### config.mk
export PLATFORM = sky130hd
export DESIGN_NAME = alarm_deglitch_sampler
export DESIGN_NICKNAME = d
export VERILOG_FILES = /design/src/rtl/alarm_pkg.sv /design/src/rtl/alarm_ctrl.sv /design/src/rtl/alarm_dp.sv /design/src/rtl/alarm_deglitch_sampler.sv
export SDC_FILE = /design/constraint.sdc
export NUM_CORES = 1
export LEC_CHECK = 0
export ABC_AREA = 1
export BUFFER_PORTS_ARGS = -buffer_cell sky130_fd_sc_hd__buf_2
export CORE_MARGIN = 4
export CORE_UTILIZATION = 40
export CTS_CLUSTER_DIAMETER = 30
export DETAILED_ROUTE_END_ITERATION = 12
export PLACE_DENSITY = 0.7
export SLEW_MARGIN = 25
export SYNTH_ARGS = -nofsm -noshare
export SYNTH_HDL_FRONTEND = slang
export SYNTH_HIERARCHICAL = 1
export SYNTH_SLANG_ARGS = --single-unit
### constraint.sdc
create_clock -name clk -period 2.7 [get_ports clk]
set_input_delay 0.54 -clock clk [delete_from_list [all_inputs] [get_ports clk]]
set_output_delay 0.54 -clock clk [all_outputs]
set_load 0.03 [all_outputs]
### src/rtl/alarm_pkg.sv
package alarm_pkg;
  typedef struct packed {
    logic setFilt;
    logic clrFilt;
    logic startStretch;
    logic endStretch;
  } almStrobes_t;
endpackage

### src/rtl/alarm_ctrl.sv
module alarm_ctrl
  import alarm_pkg::*;
#(
  parameter int SEL_W    = 3,
  parameter int FALL_DLY = 4,
  parameter int CNT_W    = 8
) (
  input  logic             clk,
  input  logic             rstN,
  input  logic             rawCmp,
  input  logic [SEL_W-1:0] riseSel,
  input  logic             sampleStb,
  input  logic             filtLvl,
  input  logic             stretchOn,
  output almStrobes_t      stb
);
  localparam logic [CNT_W-1:0] FALL_TGT = CNT_W'(FALL_DLY);

  logic [CNT_W-1:0] cnt;
  logic [CNT_W-1:0] riseTgt;
  logic [CNT_W-1:0] tgt;
  logic             differ;
  logic             hit;

  always_comb begin
    riseTgt = CNT_W'(1) << riseSel;
    tgt     = filtLvl ? FALL_TGT : riseTgt;
    differ  = rawCmp ^ filtLvl;
    hit     = differ && (cnt == tgt - CNT_W'(1));
  end

  always_ff @(posedge clk or negedge rstN) begin
    if (!rstN) cnt <= '0;
    else if (!differ || hit) cnt <= '0;
    else cnt <= cnt + CNT_W'(1);
  end

  always_comb begin
    stb.setFilt      = hit && !filtLvl;
    stb.clrFilt      = hit && filtLvl;
    stb.startStretch = hit && !filtLvl;
    stb.endStretch   = stretchOn && sampleStb && !(hit && !filtLvl);
  end
endmodule

### src/rtl/alarm_dp.sv
module alarm_dp
  import alarm_pkg::*;
(
  input  logic        clk,
  input  logic        rstN,
  input  logic        sampleStb,
  input  almStrobes_t stb,
  output logic        filtLvl,
  output logic        stretchOn,
  output logic        sampled
);
  always_ff @(posedge clk or negedge rstN) begin
    if (!rstN) filtLvl <= 1'b0;
    else if (stb.setFilt) filtLvl <= 1'b1;
    else if (stb.clrFilt) filtLvl <= 1'b0;
  end

  always_ff @(posedge clk or negedge rstN) begin
    if (!rstN) stretchOn <= 1'b0;
    else if (stb.startStretch) stretchOn <= 1'b1;
    else if (stb.endStretch) stretchOn <= 1'b0;
  end

  always_ff @(posedge clk or negedge rstN) begin
    if (!rstN) sampled <= 1'b0;
    else if (sampleStb) sampled <= filtLvl | stretchOn;
  end
endmodule

### src/rtl/alarm_deglitch_sampler.sv
module alarm_deglitch_sampler
  import alarm_pkg::*;
#(
  parameter int SEL_W    = 3,
  parameter int FALL_DLY = 4
) (
  input  logic             clk,
  input  logic             rstN,
  input  logic             rawCmp,
  input  logic [SEL_W-1:0] riseSel,
  input  logic             sampleStb,
  output logic             alarmPullLow,
  output logic             alarmLevel
);
  localparam int MAX_DLY = 1 << ((1 << SEL_W) - 1);
  localparam int CNT_W   = $clog2(MAX_DLY > FALL_DLY ? MAX_DLY : FALL_DLY) + 1;

  almStrobes_t stb;
  logic        filtLvl;
  logic        stretchOn;
  logic        sampled;

  alarm_ctrl #(.SEL_W(SEL_W), .FALL_DLY(FALL_DLY), .CNT_W(CNT_W)) u_ctrl (
    .clk(clk), .rstN(rstN), .rawCmp(rawCmp), .riseSel(riseSel),
    .sampleStb(sampleStb), .filtLvl(filtLvl), .stretchOn(stretchOn), .stb(stb)
  );

  alarm_dp u_dp (
    .clk(clk), .rstN(rstN), .sampleStb(sampleStb), .stb(stb),
    .filtLvl(filtLvl), .stretchOn(stretchOn), .sampled(sampled)
  );

  assign alarmPullLow = sampled;
  assign alarmLevel   = ~sampled;
endmodule

==> results of run 1 <==
Yosys cell counts:
library cell,instances
nor2_4,2
xor2_1,4
nand4_1,1
ha_1,2
xnor2_1,1
nand2_4,1
nor2_1,16
o21bai_2,2
nand2_2,1
buf_4,1
dfrtp_1,11
nand3_1,12
nor2_2,3
o21ai_0,3
nand2_1,34
nor3_1,1
o21ai_1,1
inv_1,23
inv_2,1
worst max path at each step:
| stage | start | end | slack [ps] |
|---|---|---|---|
| finish | u_dp/filtLvl | u_dp/stretchOn | 660 |
| global route | u_dp/filtLvl | u_dp/stretchOn | 480 |
| floorplan | riseSel[0] | u_dp/filtLvl | 780 |
| CTS | u_dp/filtLvl | u_dp/stretchOn | 660 |
| detailed placement | riseSel[1] | u_dp/filtLvl | 560 |
| global placement | riseSel[1] | u_dp/stretchOn | 590 |
per-layer routing:
layer | GRT usage, % | vias to the layer above | wire (um)
li1 | - | 383 | -
met2 | 18.8 | 14 | 659
met4 | 5.11 | 0 | 17
met3 | 2.56 | 2 | 49
met5 | 0 | - | 0
met1 | 16.8 | 301 | 744
power breakdown:
group | leakage [nW] | switching [W] | internal (W)
Clock | 0.0150 | 0.0000532 | 0.0000570
Combinational | 0.321 | 0.000170 | 0.0000991
Sequential | 0.146 | 0.0000517 | 0.000199
logic make-up after synthesis:
family                   Yosys count
AO/OA/AOI/OAI                      6
flip-flops                        11
adder cells (fa/ha/maj)            2
AND/OR/NAND/NOR                   71
XOR/XNOR                           5
buffers and inverters             25
metrics by stage:
step	setup WS, ps	instances
final	660	156
after global routing	475	156
after CTS	655	156
after detailed placement	563	152
after global placement	588	152
after floorplan	783	120
final cells by class:
class                           count  area [um2]
Fill cell                         186         928
Timing Repair Buffer                8        40.0
Multi-Input combinational cell     84         429
Tap cell                           25        31.3
Clock buffer                        4        26.3
Sequential cell                    11         275
Inverter                           24        90.1
state kept, by name, summed over array words and instances (netlist names):
signal and count:
u_dp/stretchOn 1, u_dp/filtLvl 1, u_ctrl/cnt 8, u_dp/sampled 1
==> metrics.cfg, run 1 <==
[run_status]
outcome = finished, final reports clean

[finish]
layout_commonest_cell = nand2_1
diodes = 0
final_core_util_pct = 49.0
final_cell_mix = 34 x nand2_1, 23 x inv_1, 16 x nor2_1
nets = 141
syn_to_final_growth_pct = 11.2
drive_above_1_share_pct = 16.0
fin_area_um2 = 892

[logic_synthesis]
syn_nets = 129
yosysWarnings = 6
yosysTopAreaCell = dfrtp_1
synthCells = 120
ys_types = 19
yosys.area_share.simple_pct = 39.6
syn_area_um2 = 802
synthAdderAreaFrac_pct = 3.12
synth_top_family_by_area = simple AND/OR/NAND/NOR gates
synth-compound-area-share_pct = 5.30
synth_top_area_share_pct = 34.3
ys_seq_area_share_pct = 34.3
synthTopCellsByArea = dfrtp_1 34%, nand2_1 16%, inv_1 11%, nand3_1 7.5%, nor2_1 7.5%
syn_area_per_cell_um2 = 6.68
synth_seq_cells = 11
muxShareOfSynthArea_pct = 0
synth_xor_area_share_pct = 5.46

[clock_network]
cts-root-buf = clkbuf_4
cts_resized = 0
numClockSinks = 11
htree_levels = 1
cts_setup_buffers = 0
cts.reportedPaths.clkPinSlew_ps = 70
cts_hold_buf = 0
cts_buffer_depth = 2
cts_inserted_buffers = 3
cts_tree = built
clk_latency_ps = 260

[placement]
post_dp_cell_area_um2 = 866
dp_hpwl_um = 1200
gp_congestion = 0.777
numPortBuffers = 8

[route]
totalWireLength_um = 1470
num_vias = 700
vias_per_cell = 4.49
drc = 0
drt_pass1_iterations = 4
antenna_left = 0
routedWlPerCell_um = 9.42
drtIter0Drc = 14

[die]
die_h_um = 52.8
start_util_pct = 44.1
die_x_um = 52.8
io_pins = 9
placementRows = 15
core_um2 = 1820
die_area_um2 = 2790

[timing]
clock_skew_ps = 1.63
hold_violations = 0
rsz0062_at_grt = no
setup_tns_ps = 0
final_max_slew_viol_count = 0
setup_viol = 0
slew_headroom_pct = 76.3
hold_ws_ps = 135
final.period_utilization_pct = 75.6
final.min_clock_period_ps = 2040
tightestPinTransition_ps = 355
fmax_mhz = 490

[critical_path]
timing.rr.start = u_dp/filtLvl
endpoint_kind = flip-flop
cp_common_cell = nand2_1
slowest_stage = dfrtp_1
cpPeakStageDelay_ps = 510
cp_top_family = simple AND/OR/NAND/NOR gates
crit_path_max_fanout = 8
cp.depth = 14
path_cells = nor2_2 -> nand2_1 -> ha_1 -> nand2_1 -> nand2_1 -> nor2_1 -> nand2_1 -> nor2_1 -> nand2_1 -> nor2_4 -> nand3_1 -> nand2_1 -> inv_1 -> o21bai_2
worstSetupPathType = reg2reg
timing.critical_path.buf_inv = 1
start_kind = flip-flop
cp.arrival_ps = 2230
rr_worst_depth = 14
regToRegSetupSlack_ps = 660
required_ps = 2890
r2r_end = u_dp/stretchOn

[grt]
grt_pass1_vias = 639
antenna_found_initial = 0
grt_use_total_pct = 12.4
grt_start_max_net_pins = 12
globalRoute.totalOverflow = 0
grt_pass1_wl_um = 2550

[job]
max_cap_violations = 0

[power_and_ir_drop]
cellLeakagePower_nw = 0.481
power_per_cell_area_nw_per_um2 = 707
p_total_w = 0.000631
ir_drop_mv = 0.293

[hold_path]
hp-class = in2async

No activity file was read; power rests on OpenSTA's default activity.
==> run 2: changes to the inputs <==
Settings changed: PLACE_DENSITY 0.7 to 0.72.
Clock period 2.7 ns to 1.85 ns, I/O delays scaled along.
==> run 2 against run 1 <==
Compared with the run above:
- non-clock buffer count increased by 6
- fmax up 10%
- sequential power rose by 42%
- highest routed layer unchanged
==> metrics.cfg, run 2 (synthesized netlist as in run 1, its figures left out) <==
[run_status]
outcome = finished, final reports clean

[die]
placementRows = 15  ; unchanged
start_util_pct = 44.1  ; unchanged
io_pins = 9  ; unchanged
die_x_um = 52.8  ; unchanged
die_h_um = 52.8  ; unchanged
die_area_um2 = 2790  ; unchanged
core_um2 = 1820  ; unchanged

[clock_network]
htree_levels = 1  ; unchanged
clk_latency_ps = 260  ; about the same
cts-root-buf = clkbuf_4
cts_buffer_depth = 2  ; unchanged
numClockSinks = 11  ; unchanged
cts_tree = built
cts_setup_buffers = 0  ; unchanged
cts.reportedPaths.clkPinSlew_ps = 60  ; about the same
cts_inserted_buffers = 3  ; unchanged

[route]
num_vias = 736  ; +5.1%
routedWlPerCell_um = 9.91  ; +5.1%
antenna_left = 0  ; unchanged
vias_per_cell = 4.54  ; +1.2%
drtIter0Drc = 7  ; -7
drt_pass1_iterations = 4  ; unchanged
drc = 0  ; unchanged
totalWireLength_um = 1610  ; +9.2%

[hold_path]
holdPathStages = 3
hp-class = in2reg
hp-start = sampleStb
min_to = u_dp/sampled

[timing]
clock_skew_ps = 4.92  ; +3.29 ps
hold_violations = 0  ; unchanged
slew_headroom_pct = 82.8  ; +6.5 points
final_max_slew_viol_count = 0  ; unchanged
hold_ws_ps = 362  ; +227 ps
final.min_clock_period_ps = 1850  ; -191 ps
fmax_mhz = 541  ; +10%
final.period_utilization_pct = 100  ; +24 points
worst_slack_ps = 0.634  ; -659 ps
setup_tns_ps = 0  ; unchanged
setup_viol = 0  ; unchanged
tightestPinTransition_ps = 257  ; -98.8 ps
rsz0062_at_grt = yes

[finish]
regMostFlops = u_ctrl/cnt
fill_cells = 197  ; +5.9%
diodes = 0  ; unchanged
nets = 147  ; +4.3%
final_cell_mix = 30 x nand2_1, 21 x inv_1, 14 x nor2_1
drive_above_1_share_pct = 27.7  ; +12 points
layout_commonest_cell = nand2_1
fin_cells = 162  ; +3.8%
fin_area_um2 = 991  ; +11%
largest_reg_flops = 8  ; unchanged
syn_to_final_growth_pct = 23.6
multi_input_area_um2 = 479  ; +12%
ff_latch_area_um2 = 277  ; +0.45%

[grt]
grt_use_total_pct = 13.8  ; +1.4 points
grt_start_max_net_pins = 12  ; unchanged
grt_pass1_wl_um = 2850  ; +12%
antenna_found_initial = 0  ; unchanged
globalRoute.totalOverflow = 0  ; unchanged
grt_pass1_vias = 701  ; +9.7%

[power_and_ir_drop]
ir_drop_mv = 0.468  ; +60%
power_per_cell_area_nw_per_um2 = 1010  ; +42%
cellLeakagePower_nw = 0.506  ; +5.2%

[critical_path]
regToRegSetupSlack_ps = 0.6  ; -660 ps
timing.rr.start = u_dp/filtLvl
crit_path_max_fanout = 3  ; -5
cp.arrival_ps = 2040  ; -190 ps
required_ps = 2040  ; -850 ps
start_kind = flip-flop
endpoint_kind = flip-flop
r2r_end = u_dp/stretchOn
worstSetupPathType = reg2reg
critPathLaunch = u_dp/filtLvl
rr_worst_depth = 13  ; -1

[placement]
place_inst = 157  ; +3.3%
gp_congestion = 0.827  ; +6.4%
dp_hpwl_um = 1240  ; +4.1%
place_ws_ps = -181  ; -744 ps
post_dp_cell_area_um2 = 905  ; +4.5%
numPortBuffers = 8  ; unchanged

[job]
max_cap_violations = 0  ; unchanged

[run 2: through the flow]
| step | total power, W | utilization [%] |
|---|---|---|
| after floorplan | 0.000676 | - |
| after global placement | 0.000782 | 49.7 |
| after detailed placement | 0.000798 | 49.7 |
| after CTS | 0.000981 | 53.3 |
| after global routing | 0.00109 | 54.4 |
| final | 0.000998 | 54.4 |
[run 2: report_power, final]
part           total, W  internal (W)  switching [W]
registers      0.000356      0.000294      0.0000623
clock network  0.000158     0.0000832      0.0000748
logic          0.000484      0.000184       0.000300
[run 2: worst max-delay path by stage]
stage / end / slack [ps] / depth (start not counted)
2_1_floorplan: u_dp/filtLvl / 9 / 10
3_3_place_gp: u_dp/stretchOn / -130 / 15
3_5_place_dp: u_dp/stretchOn / -180 / 15
4_1_cts: u_dp/stretchOn / -40 / 14
5_1_grt: u_dp/stretchOn / -180 / 14
6_report: u_dp/stretchOn / 0.6 / 13
[run 2: per-layer routing]
metal / vias to the layer above / part of all wire [%] / GRT usage (%)
li1: 394 / - / -
met1: 328 / 44 / 17.1
met2: 12 / 50 / 23.6
met3: 2 / 4.2 / 2.56
met4: 0 / 0.87 / 5.11
met5: - / 0 / 0
[run 2: cell type report]
type                       instances  area share (%)
multi-input combinational         84            48.4
clock buffer                       4            2.65
sequential                        11            27.9
timing repair buffer              14            8.84
inverter                          24            9.09
tap                               25            3.16
[run 2: timing repair]
item | CTS | global route
hold endpoints to repair | 11 | 0
setup endpoints to repair | 10 | 10
hold buffers | 1 | 0
pin swaps | 7 | 9
resized for setup | 5 | 8
[run 2: critical path, stage by stage, from the launching register on]
cell,delay (ps)
dfrtp_2,430
nor2_4,120
nand3_2,110
ha_4,290
nor2_1,40
nor2_2,110
nand2_1,50
nor2_1,100
nand2_1,90
nor2_4,120
nand3_2,100
nand2_2,90
inv_2,40
o21bai_4,90
==> run 3: changes to the inputs <==
Settings changed: GPL_ROUTABILITY_DRIVEN set to 0, SETUP_SLACK_MARGIN set to 0.2.
==> run 3 against run 2 <==
Compared with the run above:
- final cell count up 1.9%
- non-clock buffer count rose by 3
- routed wire length decreased by 0.69%
- clock skew hardly changed
- clock-buffer cell count stayed put
- total power down 1.4%
- sequential cell count did not move
- via count grew 3.1%
- utilization grew 0.41 points
- sequential share of layout area decreased by 0.21 points
- worst setup slack improved by 48 ps
- register-to-register slack improved by 50 ps
- critical path type unchanged
==> metrics.cfg, run 3 (synthesized netlist as in run 1, its figures left out) <==
[die]
die_area_um2 = 2790  ; unchanged
io_pins = 9  ; unchanged
start_util_pct = 44.1  ; unchanged
die_h_um = 52.8  ; unchanged
core_um2 = 1820  ; unchanged
placementRows = 15  ; unchanged
die_x_um = 52.8  ; unchanged

[clock_network]
htree_levels = 1  ; unchanged
cts-root-buf = clkbuf_4
cts_buffer_depth = 2  ; unchanged
cts_tree = built
clk_latency_ps = 270  ; about the same
numClockSinks = 11  ; unchanged
cts.reportedPaths.clkPinSlew_ps = 70  ; about the same
cts_inserted_buffers = 3  ; unchanged

[grt]
grt_pass1_wl_um = 2790  ; -1.9%
grt_start_max_net_pins = 12  ; unchanged
globalRoute.totalOverflow = 0  ; unchanged
grt_pass1_vias = 684  ; -2.4%
antenna_found_initial = 0  ; unchanged
grt_use_total_pct = 13.7  ; -0.13 points

[timing]
final_max_slew_viol_count = 0  ; unchanged
clock_skew_ps = 5.20  ; +0.286 ps
setup_viol = 0  ; unchanged
fmax_mhz = 555  ; +2.7%
rsz0062_at_grt = yes
final.period_utilization_pct = 97.3  ; -2.6 points
setup_tns_ps = 0  ; unchanged
final.min_clock_period_ps = 1800  ; -48.5 ps
hold_violations = 0  ; unchanged
tightestPinTransition_ps = 272  ; +15.8 ps
slew_headroom_pct = 81.7  ; -1.1 points

[run_status]
outcome = finished, final reports clean

[power_and_ir_drop]
power_per_cell_area_nw_per_um2 = 985  ; -2.2%
ir_drop_mv = 0.580  ; +24%
cellLeakagePower_nw = 0.525  ; +3.6%

[finish]
regMostFlops = u_ctrl/cnt
layout_commonest_cell = nand2_1
final_core_util_pct = 54.8  ; +0.41 points
nets = 150  ; +2.0%
multi_input_area_um2 = 464  ; -3.1%
fill_cells = 192  ; -2.5%
largest_reg_flops = 8  ; unchanged
ff_latch_area_um2 = 277  ; unchanged
final_cell_mix = 32 x nand2_1, 22 x inv_1, 15 x nor2_1
diodes = 0  ; unchanged
drive_above_1_share_pct = 26.4  ; -1.3 points
syn_to_final_growth_pct = 24.5

[route]
num_vias = 759  ; +3.1%
totalWireLength_um = 1590  ; -0.69%
drt_pass1_iterations = 4  ; unchanged
antenna_left = 0  ; unchanged
vias_per_cell = 4.60  ; +1.2%
drc = 0  ; unchanged
drtIter0Drc = 19  ; +12
wl_met2_um = 701  ; -13%
top_layer = met4
drt-met1-wl_um = 792  ; +11%
routedWlPerCell_um = 9.66  ; -2.5%
wl_met3_um = 52  ; -24%

[critical_path]
regToRegSetupSlack_ps = 50  ; +50 ps
endpoint_kind = flip-flop
required_ps = 2010  ; -30 ps
start_kind = flip-flop
crit_path_max_fanout = 8  ; +5
worstSetupPathType = reg2reg
cp.arrival_ps = 1960  ; -80 ps

[job]
max_cap_violations = 0  ; unchanged

[hold_path]
hp-class = in2reg

[placement]
dp_hpwl_um = 1270  ; +1.9%
numPortBuffers = 8  ; unchanged

[run 3: cell count changes in the layout (fill, tap and decap cells not counted), sizes merged]
cell / delta
buf: +3
[run 3: area by class of cell]
| class | instances | area share [%] |
|---|---|---|
| inverter | 24 | 9.02 |
| clock buffer | 4 | 2.63 |
| timing repair buffer | 17 | 11.0 |
| multi-input combinational | 84 | 46.5 |
| sequential | 11 | 27.7 |
| tap | 25 | 3.13 |
[run 3: per-stage QoR]
stage | cell area (um2) | std cells | hold WS, ps | setup WS (ps) | total power, W
3_3_place_gp | 952 | 159 | 248 | -62.4 | 0.000801
4_1_cts | 991 | 164 | 333 | 28.6 | 0.000990
3_5_place_dp | 952 | 159 | 259 | -68.0 | 0.000815
6_report | 998 | 165 | 332 | 49.1 | 0.000984
2_1_floorplan | 836 | 120 | 74.4 | 63.8 | 0.000694
5_1_grt | 998 | 165 | 391 | -85.0 | 0.00107
[run 3: report_power, final]
group          internal (W)  switching [W]
registers          0.000294      0.0000569
logic              0.000178       0.000288
clock network     0.0000837      0.0000836
total              0.000555       0.000429
[run 3: worst max-delay path, stage by stage (launching register included)]
cell and delay (ps):
dfrtp_2 430, nor2_4 120, nand2_2 90, ha_4 250, nand2_2 60, nand2_1 50
nor2_1 80, nand2_1 50, nor2_1 80, nand2_1 90, nor2_4 110, nand2_2 90
nand2_4 130, nor2_1 50
[run 3: what timing repair did]
action,in CTS,in global routing
hold buffers,1,0
endpoints found under the hold margin,11,0
resized for setup,1,1
setup endpoints to repair,10,10
buffers inserted,0,1
gates cloned,0,0
pin swaps,10,2
[run 3: final timing paths]
path                              start            end  cells after the start
min                           sampleStb   u_dp/sampled                      3
max reg2reg                u_dp/filtLvl  u_ctrl/cnt[3]                     13
max in group asynchronous          rstN   u_dp/filtLvl                      2
min reg2reg                u_dp/sampled   u_dp/sampled                      2
max                        u_dp/filtLvl  u_ctrl/cnt[3]                     13
min in group asynchronous          rstN  u_ctrl/cnt[4]                      2
[run 3: metal layers]
metal / vias up / track usage, %
met1: 341 / 17.6
li1: 400 / -
met5: - / 0
met4: 0 / 9.36
met2: 13 / 21.1
met3: 5 / 1.71
